File: src/rtl/hb_pkg.sv
package hb_pkg;
  typedef enum logic [2:0] {
    ST_IDLE  = 3'd0,
    ST_ARMED = 3'd1,
    ST_RD    = 3'd2,
    ST_WR    = 3'd3,
    ST_DONE  = 3'd4
  } acc_state_e;

  localparam logic MODE_DIRSTB = 1'b0;
  localparam logic MODE_SPLIT  = 1'b1;
endpackage

File: src/rtl/hb_sync.sv
module hb_sync #(
  parameter int          W       = 1,
  parameter int          STAGES  = 2,
  parameter logic [W-1:0] RST_VAL = '0
) (
  input  logic         clk,
  input  logic         rst_n,
  input  logic [W-1:0] d,
  output logic [W-1:0] q
);
  for (genvar b = 0; b < W; b++) begin : g_bit
    logic [STAGES-1:0] chain;
    always_ff @(posedge clk or negedge rst_n) begin
      if (!rst_n) chain <= {STAGES{RST_VAL[b]}};
      else        chain <= {chain[STAGES-2:0], d[b]};
    end
    assign q[b] = chain[STAGES-1];
  end
endmodule

File: src/rtl/hb_access_fsm.sv
module hb_access_fsm
  import hb_pkg::*;
#(
  parameter int DW = 4
) (
  input  logic          clk,
  input  logic          rst_n,
  input  logic          cs_s,
  input  logic          ds_s,
  input  logic          rw_s,
  input  logic          rs_s,
  input  logic [DW-1:0] d_s,
  output logic          mode_q,
  output logic          rd_pulse_q,
  output logic          wr_pulse_q,
  output logic          sel_q,
  output logic [DW-1:0] wdat_q,
  output logic          oe_q
);
  acc_state_e    state_q, state_d;
  logic          cs_q, ds_q, rw_q;
  logic          mode_d, sel_d, rd_pulse_d, wr_pulse_d, oe_d;
  logic [DW-1:0] wdat_d;
  logic          cs_fall;
  logic          rd_lead, wr_lead, rd_trail, wr_trail;

  // edge decode, choice of strobe meaning follows the latched mode
  always_comb begin
    cs_fall = cs_q & ~cs_s;
    if (mode_q == MODE_SPLIT) begin
      rd_lead  = ds_q & ~ds_s;
      rd_trail = ~ds_q & ds_s;
      wr_lead  = rw_q & ~rw_s;
      wr_trail = ~rw_q & rw_s;
    end else begin
      rd_lead  = ~ds_q & ds_s & rw_s;
      wr_lead  = ~ds_q & ds_s & ~rw_s;
      rd_trail = ds_q & ~ds_s;
      wr_trail = ds_q & ~ds_s;
    end
  end

  // next-state logic
  always_comb begin
    state_d    = state_q;
    mode_d     = mode_q;
    sel_d      = sel_q;
    wdat_d     = wdat_q;
    rd_pulse_d = 1'b0;
    wr_pulse_d = 1'b0;
    if (cs_s) begin
      state_d = ST_IDLE;
    end else begin
      unique case (state_q)
        ST_IDLE: begin
          if (cs_fall) begin
            state_d = ST_ARMED;
            mode_d  = ds_s;
            if (ds_s == MODE_SPLIT) sel_d = rs_s;
          end
        end
        ST_ARMED: begin
          if (rd_lead) begin
            state_d    = ST_RD;
            rd_pulse_d = 1'b1;
            if (mode_q == MODE_DIRSTB) sel_d = rs_s;
          end else if (wr_lead) begin
            state_d = ST_WR;
            if (mode_q == MODE_DIRSTB) sel_d = rs_s;
          end
        end
        ST_RD: begin
          if (rd_trail) state_d = ST_DONE;
        end
        ST_WR: begin
          if (wr_trail) begin
            state_d    = ST_DONE;
            wr_pulse_d = 1'b1;
            wdat_d     = d_s;
          end
        end
        ST_DONE: state_d = ST_DONE;
        default: state_d = ST_IDLE;
      endcase
    end
    oe_d = (state_d == ST_RD);
  end

  // registers
  always_ff @(posedge clk or negedge rst_n) begin
    if (!rst_n) begin
      state_q    <= ST_IDLE;
      cs_q       <= 1'b0;
      ds_q       <= 1'b0;
      rw_q       <= 1'b1;
      mode_q     <= MODE_DIRSTB;
      sel_q      <= 1'b0;
      wdat_q     <= '0;
      rd_pulse_q <= 1'b0;
      wr_pulse_q <= 1'b0;
      oe_q       <= 1'b0;
    end else begin
      state_q    <= state_d;
      cs_q       <= cs_s;
      ds_q       <= ds_s;
      rw_q       <= rw_s;
      mode_q     <= mode_d;
      sel_q      <= sel_d;
      wdat_q     <= wdat_d;
      rd_pulse_q <= rd_pulse_d;
      wr_pulse_q <= wr_pulse_d;
      oe_q       <= oe_d;
    end
  end

  AST_NO_DUAL_PULSE: assert property (@(posedge clk) disable iff (!rst_n)
    !(rd_pulse_q && wr_pulse_q));
  AST_WR_SINGLE: assert property (@(posedge clk) disable iff (!rst_n)
    wr_pulse_q |=> !wr_pulse_q);
  AST_RD_SINGLE: assert property (@(posedge clk) disable iff (!rst_n)
    rd_pulse_q |=> !rd_pulse_q);
  AST_DESELECT_QUIET: assert property (@(posedge clk) disable iff (!rst_n)
    cs_s |=> (!rd_pulse_q && !wr_pulse_q));
  AST_MODE_AT_SELECT: assert property (@(posedge clk) disable iff (!rst_n)
    !$stable(mode_q) |-> ($past(cs_q) && !$past(cs_s)));
  AST_OE_WITH_READ: assert property (@(posedge clk) disable iff (!rst_n)
    $rose(oe_q) |-> rd_pulse_q);
  AST_OE_OFF_ON_WRITE: assert property (@(posedge clk) disable iff (!rst_n)
    wr_pulse_q |-> !oe_q);
endmodule

File: src/rtl/hb_rd_drive.sv
module hb_rd_drive #(
  parameter int DW = 4
) (
  input  logic          oe,
  input  logic [DW-1:0] rdat,
  output logic [DW-1:0] dout
);
  for (genvar b = 0; b < DW; b++) begin : g_gate
    assign dout[b] = oe & rdat[b];
  end

  always_comb begin
    if (!oe) AST_DOUT_QUIET: assert (dout == '0);
  end
endmodule

File: src/rtl/hostbus_adapt.sv
module hostbus_adapt
  import hb_pkg::*;
#(
  parameter int DW      = 4,
  parameter int SYNC_ST = 2
) (
  input  logic          clk,
  input  logic          rst_n,
  input  logic          cs_n_i,
  input  logic          ds_rd_i,
  input  logic          rw_wr_i,
  input  logic          rs_i,
  input  logic [DW-1:0] data_i,
  input  logic [DW-1:0] rd_data_i,
  output logic [DW-1:0] data_o,
  output logic          data_oe,
  output logic          mode_o,
  output logic          reg_rd,
  output logic          reg_wr,
  output logic          reg_sel,
  output logic [DW-1:0] wr_data
);
  localparam int SW = DW + 4;
  // bit order {cs, ds, rw, rs, data}; rw rests high, cs rests low so a
  // select held low through reset is never taken as a falling edge
  localparam logic [SW-1:0] SYNC_RST = SW'(1) << (DW + 1);

  logic [SW-1:0] raw, synced;
  logic          oe_int;

  assign raw = {cs_n_i, ds_rd_i, rw_wr_i, rs_i, data_i};

  hb_sync #(.W(SW), .STAGES(SYNC_ST), .RST_VAL(SYNC_RST)) u_sync (
    .clk   (clk),
    .rst_n (rst_n),
    .d     (raw),
    .q     (synced)
  );

  hb_access_fsm #(.DW(DW)) u_fsm (
    .clk        (clk),
    .rst_n      (rst_n),
    .cs_s       (synced[DW+3]),
    .ds_s       (synced[DW+2]),
    .rw_s       (synced[DW+1]),
    .rs_s       (synced[DW]),
    .d_s        (synced[DW-1:0]),
    .mode_q     (mode_o),
    .rd_pulse_q (reg_rd),
    .wr_pulse_q (reg_wr),
    .sel_q      (reg_sel),
    .wdat_q     (wr_data),
    .oe_q       (oe_int)
  );

  hb_rd_drive #(.DW(DW)) u_drv (
    .oe   (oe_int),
    .rdat (rd_data_i),
    .dout (data_o)
  );

  assign data_oe = oe_int;
endmodule

File: config.mk
export PLATFORM = sky130hd
export DESIGN_NAME = hostbus_adapt
export DESIGN_NICKNAME = d
export VERILOG_FILES = /design/src/rtl/hb_pkg.sv /design/src/rtl/hb_sync.sv /design/src/rtl/hb_access_fsm.sv /design/src/rtl/hb_rd_drive.sv /design/src/rtl/hostbus_adapt.sv
export SDC_FILE = /design/constraint.sdc
export NUM_CORES = 1
export LEC_CHECK = 0
export BUFFER_PORTS_ARGS = -buffer_cell sky130_fd_sc_hd__buf_2
export CAP_MARGIN = 20
export CORE_MARGIN = 4
export CORE_UTILIZATION = 45
export DETAILED_ROUTE_END_ITERATION = 6
export GPL_TIMING_DRIVEN = 0
export PLACE_DENSITY = 0.7
export SLEW_MARGIN = 20
export SYNTH_ARGS = -nofsm -noshare
export SYNTH_HDL_FRONTEND = slang
export SYNTH_HIERARCHICAL = 1
export SYNTH_SLANG_ARGS = --single-unit
File: constraint.sdc
create_clock -name clk -period 2.95 [get_ports clk]
set_clock_uncertainty 0.15 [all_clocks]
set_input_delay 0.59 -clock clk [delete_from_list [all_inputs] [get_ports clk]]
set_output_delay 0.59 -clock clk [all_outputs]
set_load 0.01 [all_outputs]
==> summary.txt, run 1 <==
Status
  – Status: finished, final reports clean

Power and ir drop
  – Clock power share: 27.4%
  – PD cells: 567 mW/mm²
  – Switch Pwr: 0.000205 W
  – Peak supply drop: 0.000369 V
  – Logic gate share of total power: 15.2%
  – Int Power: 0.000607 W
  – Switching part of the total power: 25.2%
  – Seq pwr share: 57.3%
  – Leak: 0.727 nW

Critical path
  – Family with the most delay on the worst path: flip-flops
  – Max FO, Critical Path: 5
  – Crit path capture type: flop
  – Worst Path Class, Setup: flop to flop
  – R2R Path End: u_fsm/wdat_q[1]
  – CP bufs+invs: 0
  – Worst r2r path cells: 3
  – Slowest CP cell: dfstp_2
  – Critical path required time: 2.99 ns
  – Critical path destination: u_fsm/wdat_q[1]
  – R2R setup slack: 1.02 ns
  – Worst Path Arrival: 1.97 ns
  – Crit. path cell count: 3
  – CP Cell Sequence: and3b_1 > o2111ai_1 > mux2_2
  – Reg2reg start: u_fsm/rw_q
  – Worst setup path start: u_fsm/rw_q
  – Crit path largest cell delay: 0.56 ns
  – Startpoint type of the worst setup path: flop

Floorplan
  – Core ar.: 0.00252 mm²
  – # IOs: 27
  – Initial core utilization: 48.3%
  – Die span in y: 60.0 µm
  – Die area: 0.00360 mm²
  – Rows: 18
  – Die width: 60.0 µm

Synth
  – Sequential cell area fraction in the yosys report: 64.0%
  – Synth unique cells: 29
  – Mapped Cells: 90
  – Post-Syn Area: 0.00122 mm²
  – Post-synth EDFFs: 0
  – Syn. warnings: 6
  – Syn_nets: 104
  – Register bit total from synthesis: 31
  – Post-synth ARST share: 100%
  – Syn avg cell area: 13.5 µm²
  – Post-synth top flop: dfrtp_1

Cells and area
  – Fill cell count: 235
  – Fin nets: 137
  – Area of the multi-input gates: 347 µm²
  – Final Cell Area: 0.00143 mm²
  – Layout cell share with drive strength beyond 1: 42.7%
  – Register area: 779 µm²
  – Number of diodes: 0
  – Layout area overhead: 17.8%

GRT
  – Total track usage: 13.1%
  – GR Layer Usage met3: 5.83%
  – Largest net degree at the start of global routing: 32
  – Met1 global-route usage: 13.7%
  – Number of global-route vias before repair: 776
  – Global-route wire length before repair: 3.32 mm
  – Met2 GRT Util: 22.4%
  – Antenna violations before repair: 0
  – Global route hottest layer: met2
  – GRT overflow: 0

Clock tree
  – Post-CTS setup buffer count: 0
  – Resized cells post-CTS: 0
  – CTS Hold Bufs: 0
  – CTS tree: built
  – Clock transition at the registers of the reported paths: 0.09 ns
  – Depth of the CTS H-tree: 2
  – Clock Latency Late Sink: 0.32 ns
  – Root Buffer: clkbuf_4
  – Cts bufs inserted: 5
  – Clock Tree Buf Depth: 2
  – Clock tree sinks: 31

Route
  – DRC viols: 0
  – Routed length per instance: 12.8 µm
  – DRT Pass-1 Iters: 4
  – Antenna Nets Post-Route: 0
  – Vias: 791
  – Drt total wl: 1.98 mm
  – Initial DRC Count: 24
  – Via density: 5.14

STA
  – RSZ-0062 raised after global routing: no
  – Setup TNS Final: 0 ns
  – Final Slew Violations: 0
  – Slew HR: 57.1%
  – Hold Slack: 0.139 ns
  – Final hold viol count: 0
  – Final Critical Period: 1.93 ns
  – Final setup fails: 0
  – Fin crit share: 65.3%
  – Worst slew pin tran: 0.643 ns
  – Fmax: 0.519 GHz

Placement
  – Post-DP HPWL: 1.44 mm
  – Cell Area, Placed: 0.00139 mm²
  – Placer Congestion: 0.835
  – PortBufs: 26

Min path
  – Hold crit path type: input port to asynchronous set/reset pin

Flow run
  – Max Cap Viol: 0
[power groups by stage]
| stage | combinational, W | sequential, W | clock [W] |
|---|---|---|---|
| final | 0.000124 | 0.000466 | 0.000223 |
| after global routing | 0.000136 | 0.000470 | 0.000254 |
| after CTS | 0.000125 | 0.000466 | 0.000236 |
| after detailed placement | 0.000125 | 0.000475 | 0 |
| after floorplan | 0.0000750 | 0.000479 | 0 |
| after global placement | 0.000121 | 0.000473 | 0 |
[registers in the layout, summed over array words and instances (netlist names)]
| signal | flops |
|---|---|
| u_fsm/cs_q | 1 |
| u_fsm/rw_q | 1 |
| u_fsm/wdat_q | 4 |
| u_fsm/rd_pulse_q | 1 |
| u_sync/g_bit.chain | 16 |
| u_fsm/mode_q | 1 |
| u_fsm/wr_pulse_q | 1 |
| u_fsm/state_q | 3 |
| u_fsm/oe_q | 1 |
| u_fsm/sel_q | 1 |
| u_fsm/ds_q | 1 |
[metal layers]
layer  wire length [µm]  up-vias
li1                   -      373
met1                737      377
met2               1000       36
met3                195        5
met4                 39        0
met5                  0        -
[Yosys cell counts (2+ instances only)]
master / n / area, µm²
buf_4: 9 / 67.6
dfstp_2: 3 / 78.8
nor3_1: 3 / 15.0
a211oi_1: 2 / 15.0
o31ai_1: 2 / 15.0
nor3b_1: 2 / 15.0
nor2b_1: 4 / 25.0
and2_1: 4 / 25.0
inv_1: 2 / 7.51
dfrtp_1: 28 / 701
mux2_2: 6 / 67.6
and4b_1: 2 / 20.0
nor2_1: 6 / 22.5
nand3b_1: 2 / 15.0
[cell families after synthesis]
logic type	count (synthesis)	synth area share, %
muxes	7	6.47
AOI/OAI and AO/OA	10	6.17
DFF	31	64.0
buffers and inverters	13	7.50
and+or+nand+nor	29	15.8
[worst min path at each step]
stage / from / end / slack, ns / cells past startpoint
after floorplan: rst_n / u_fsm/cs_q / 0.14 / 0
after global placement: u_sync/g_bit[3].chain[0] / u_sync/g_bit[3].chain[1] / 0.18 / 0
after detailed placement: u_sync/g_bit[6].chain[0] / u_sync/g_bit[6].chain[1] / 0.19 / 0
after CTS: rst_n / u_fsm/rd_pulse_q / 0.15 / 1
after global routing: rst_n / u_fsm/state_q[1] / 0.18 / 1
final: rst_n / u_fsm/wr_pulse_q / 0.14 / 1
[placed cells by master, fill, tap and decap left out, types with 3 or more instances in the layout]
cell	n
nor3_1	3
buf_2	27
clkbuf_4	5
nor2b_1	4
mux2_2	6
dfstp_2	3
nor2_1	6
and2_1	4
buf_4	9
dfrtp_1	28
clkbuf_1	3
[through the flow]
step / power [W] / cells / worst slack, ns / util, %
2_1_floorplan: 0.000554 / 90 / 1.23 / -
3_3_place_gp: 0.000594 / 146 / 1.05 / 54.9
3_5_place_dp: 0.000599 / 146 / 1.04 / 54.9
4_1_cts: 0.000827 / 154 / 1.01 / 56.8
5_1_grt: 0.000860 / 154 / 0.947 / 56.8
6_report: 0.000813 / 154 / 1.02 / 56.8
[layout make-up]
| class | instances | share of cell area, % |
|---|---|---|
| buffer | 11 | 5.85 |
| clock buffer | 8 | 3.40 |
| sequential | 31 | 54.4 |
| inverter | 2 | 0.524 |
| timing repair buffer | 26 | 9.08 |
| multi-input combinational | 46 | 24.2 |
| tap | 30 | 2.62 |
(Power assumes the default switching activity.)
==> run 2, diff against run 1 <==
- clock period: 2.95 -> 2 ns (I/O delays scaled with it)
==> run 2 against run 1 <==
Compared with the run above:
- critical path depth did not move
- sequential share of layout area fell by 0.56 points
- non-clock buffer count is 1 higher
- first-iteration DRC count rose by 13%
- core utilization increased by 0.60 points
- via count rose by 0.76%
- wire length rose by 0.71%
- die area stayed put
- combinational power up 49%
- power is 48% higher
- critical path type unchanged
- critical endpoint unchanged
- largest cell class unchanged
- highest routed layer unchanged
==> summary.txt, run 2 (same netlist as run 1, synthesis figures left out) <==
Critical path
  – Worst Path Class, Setup: flop to flop
  – Worst Path Arrival: 1.98 ns (about the same)
  – Startpoint type of the worst setup path: flop
  – Slowest CP cell: dfstp_2
  – Max FO, Critical Path: 5 (unchanged)
  – Critical path required time: 2.04 ns (-0.95 ns)
  – CP Cell Sequence: and3b_1 > o2111ai_1 > mux2_2
  – Crit path largest cell delay: 0.56 ns (about the same)
  – Crit path capture type: flop

GRT
  – Largest net degree at the start of global routing: 32 (unchanged)
  – Total track usage: 13.1% (unchanged)
  – GRT overflow: 0 (unchanged)
  – Number of global-route vias before repair: 776 (unchanged)
  – Global-route wire length before repair: 3.32 mm (unchanged)
  – Antenna violations before repair: 0 (unchanged)

STA
  – Final Critical Period: 1.93 ns (+0.00776 ns)
  – RSZ-0062 raised after global routing: no
  – Worst slew pin tran: 0.645 ns (+0.00134 ns)
  – Slew HR: 57.0% (-0.089 points)
  – Fin crit share: 96.7% (+31 points)
  – Final Slew Violations: 0 (unchanged)
  – Final setup fails: 0 (unchanged)
  – Fmax: 0.517 GHz (-0.40%)
  – Final hold viol count: 0 (unchanged)
  – Setup TNS Final: 0 ns (unchanged)

Power and ir drop
  – Leak: 0.733 nW (+0.82%)
  – Switch Pwr: 0.000304 W (+48%)
  – Peak supply drop: 0.000544 V (+48%)
  – Switching part of the total power: 25.3% (about the same)
  – Int Power: 0.000898 W (+48%)
  – Seq pwr share: 57.2% (about the same)
  – Clock power share: 27.4% (about the same)
  – PD cells: 829 mW/mm² (+46%)
  – Logic gate share of total power: 15.4% (+0.2 points)

Cells and area
  – Biggest regs: u_sync/g_bit.chain: 16 flops, u_fsm/wdat_q: 4 flops, u_fsm/state_q: 3 flops
  – Fill cell count: 233 (-0.85%)
  – Final Cell Area: 0.00145 mm² (+1.0%)
  – Final std cells w/o fill: 155 (+0.65%)
  – Biggest register: u_sync/g_bit.chain
  – Layout cell share with drive strength beyond 1: 43.2% (+0.46 points)
  – Layout area overhead: 19.0%
  – Commonest non-fill, non-tap cell in the layout: dfrtp_1
  – Max FFs per register: 16 (unchanged)
  – Number of diodes: 0 (unchanged)
  – Fin nets: 138 (+0.73%)
  – Commonest non-fill, non-tap cells in the layout: 28 x dfrtp_1, 27 x buf_2, 9 x buf_4

Floorplan
  – Rows: 18 (unchanged)
  – Die span in y: 60.0 µm (unchanged)
  – # IOs: 27 (unchanged)
  – Initial core utilization: 48.3% (unchanged)
  – Die area: 0.00360 mm² (unchanged)
  – Die width: 60.0 µm (unchanged)
  – Core ar.: 0.00252 mm² (unchanged)

Clock tree
  – Clock Latency Late Sink: 0.32 ns (about the same)
  – Cts bufs inserted: 5 (unchanged)
  – CTS tree: built
  – Clock Tree Buf Depth: 2 (unchanged)
  – Clock tree sinks: 31 (unchanged)
  – Root Buffer: clkbuf_4
  – Clock transition at the registers of the reported paths: 0.09 ns (about the same)
  – Post-CTS setup buffer count: 0 (unchanged)
  – Depth of the CTS H-tree: 2 (unchanged)

Route
  – Routed length per instance: 12.8 µm (about the same)
  – Drt total wl: 1.99 mm (+0.71%)
  – Antenna Nets Post-Route: 0 (unchanged)
  – Via density: 5.14 (+0.11%)
  – DRT Pass-1 Iters: 4 (unchanged)
  – DRC viols: 0 (unchanged)
  – Vias: 797 (+0.76%)
  – Initial DRC Count: 27 (+13%)

Placement
  – Post-DP HPWL: 1.44 mm (unchanged)
  – Placed cells: 146 (unchanged)
  – PortBufs: 26 (unchanged)
  – Cell Area, Placed: 0.00139 mm² (unchanged)
  – Placer Congestion: 0.835 (unchanged)

Status
  – Status: finished, final reports clean

Min path
  – Hold crit path type: input port to flop

Flow run
  – Max Cap Viol: 0 (unchanged)
## run 2: changes by cell type in the layout (fill, tap and decap cells not counted)
cell / change
dlygate4sd3_1: +1
nor3b_1: -1
nor3b_2: +1
## run 2: power groups by stage
stage / Combinational (W) / Clock [W] / Sequential [W]
after floorplan: 0.000111 / 0 / 0.000706
after global placement: 0.000178 / 0 / 0.000698
after detailed placement: 0.000184 / 0 / 0.000700
after CTS: 0.000186 / 0.000348 / 0.000688
after global routing: 0.000204 / 0.000375 / 0.000693
final: 0.000185 / 0.000329 / 0.000687
## run 2: worst max-delay path, delay by kind of cell (launching register included)
kind / cells / cell delay (ns)
AOI/OAI and AO/OA: 1 / 0.49
and+or+nand+nor: 1 / 0.21
DFF: 1 / 0.56
muxes: 1 / 0.40
## run 2: layout make-up
class	count	area (µm²)	share of cell area (%)
Inverter	2	7.51	0.518
Multi-Input combinational cell	46	352	24.3
Buffer	11	83.8	5.79
Clock buffer	8	48.8	3.37
Timing Repair Buffer	27	140	9.67
Tap cell	30	37.5	2.59
Sequential cell	31	779	53.8
## run 2: worst paths after layout
kind	start	end	slack, ns	depth (start not counted)
worst max-delay path	u_fsm/rw_q	u_fsm/wdat_q[1]	0.07	3
worst min-delay path	data_i[0]	u_sync/g_bit[0].chain[0]	0.03	1
worst max register to register	u_fsm/rw_q	u_fsm/wdat_q[1]	0.07	3
worst min register to register	u_sync/g_bit[5].chain[0]	u_sync/g_bit[5].chain[1]	0.19	0
max in group asynchronous	rst_n	u_sync/g_bit[4].chain[1]	0.77	2
min in group asynchronous	rst_n	u_fsm/wr_pulse_q	0.49	2
## run 2: per-layer routing
metal | routed length, µm | GRT usage, %
met1 | 738 | 13.7
met2 | 1010 | 22.4
met3 | 201 | 5.83
met4 | 39 | 5.70
met5 | 0 | 0
## run 2: what timing repair did
action                                  in CTS  in global routing
hold buffers                                 1                  0
gates resized for setup                      0                  1
endpoints found under the hold margin       28                  0
endpoints found under the setup margin       0                  1
## run 2: stage by stage
step / hold WS (ns) / power, W / util [%] / setup slack, ns
4_1_cts: 0.0141 / 0.00122 / 57.2 / 0.0564
6_report: 0.0345 / 0.00120 / 57.4 / 0.0652
2_1_floorplan: -0.0456 / 0.000817 / - / 0.276
3_3_place_gp: 0.183 / 0.000876 / 54.9 / 0.105
3_5_place_dp: 0.187 / 0.000884 / 54.9 / 0.0937
5_1_grt: 0.00574 / 0.00127 / 57.4 / 0.0129
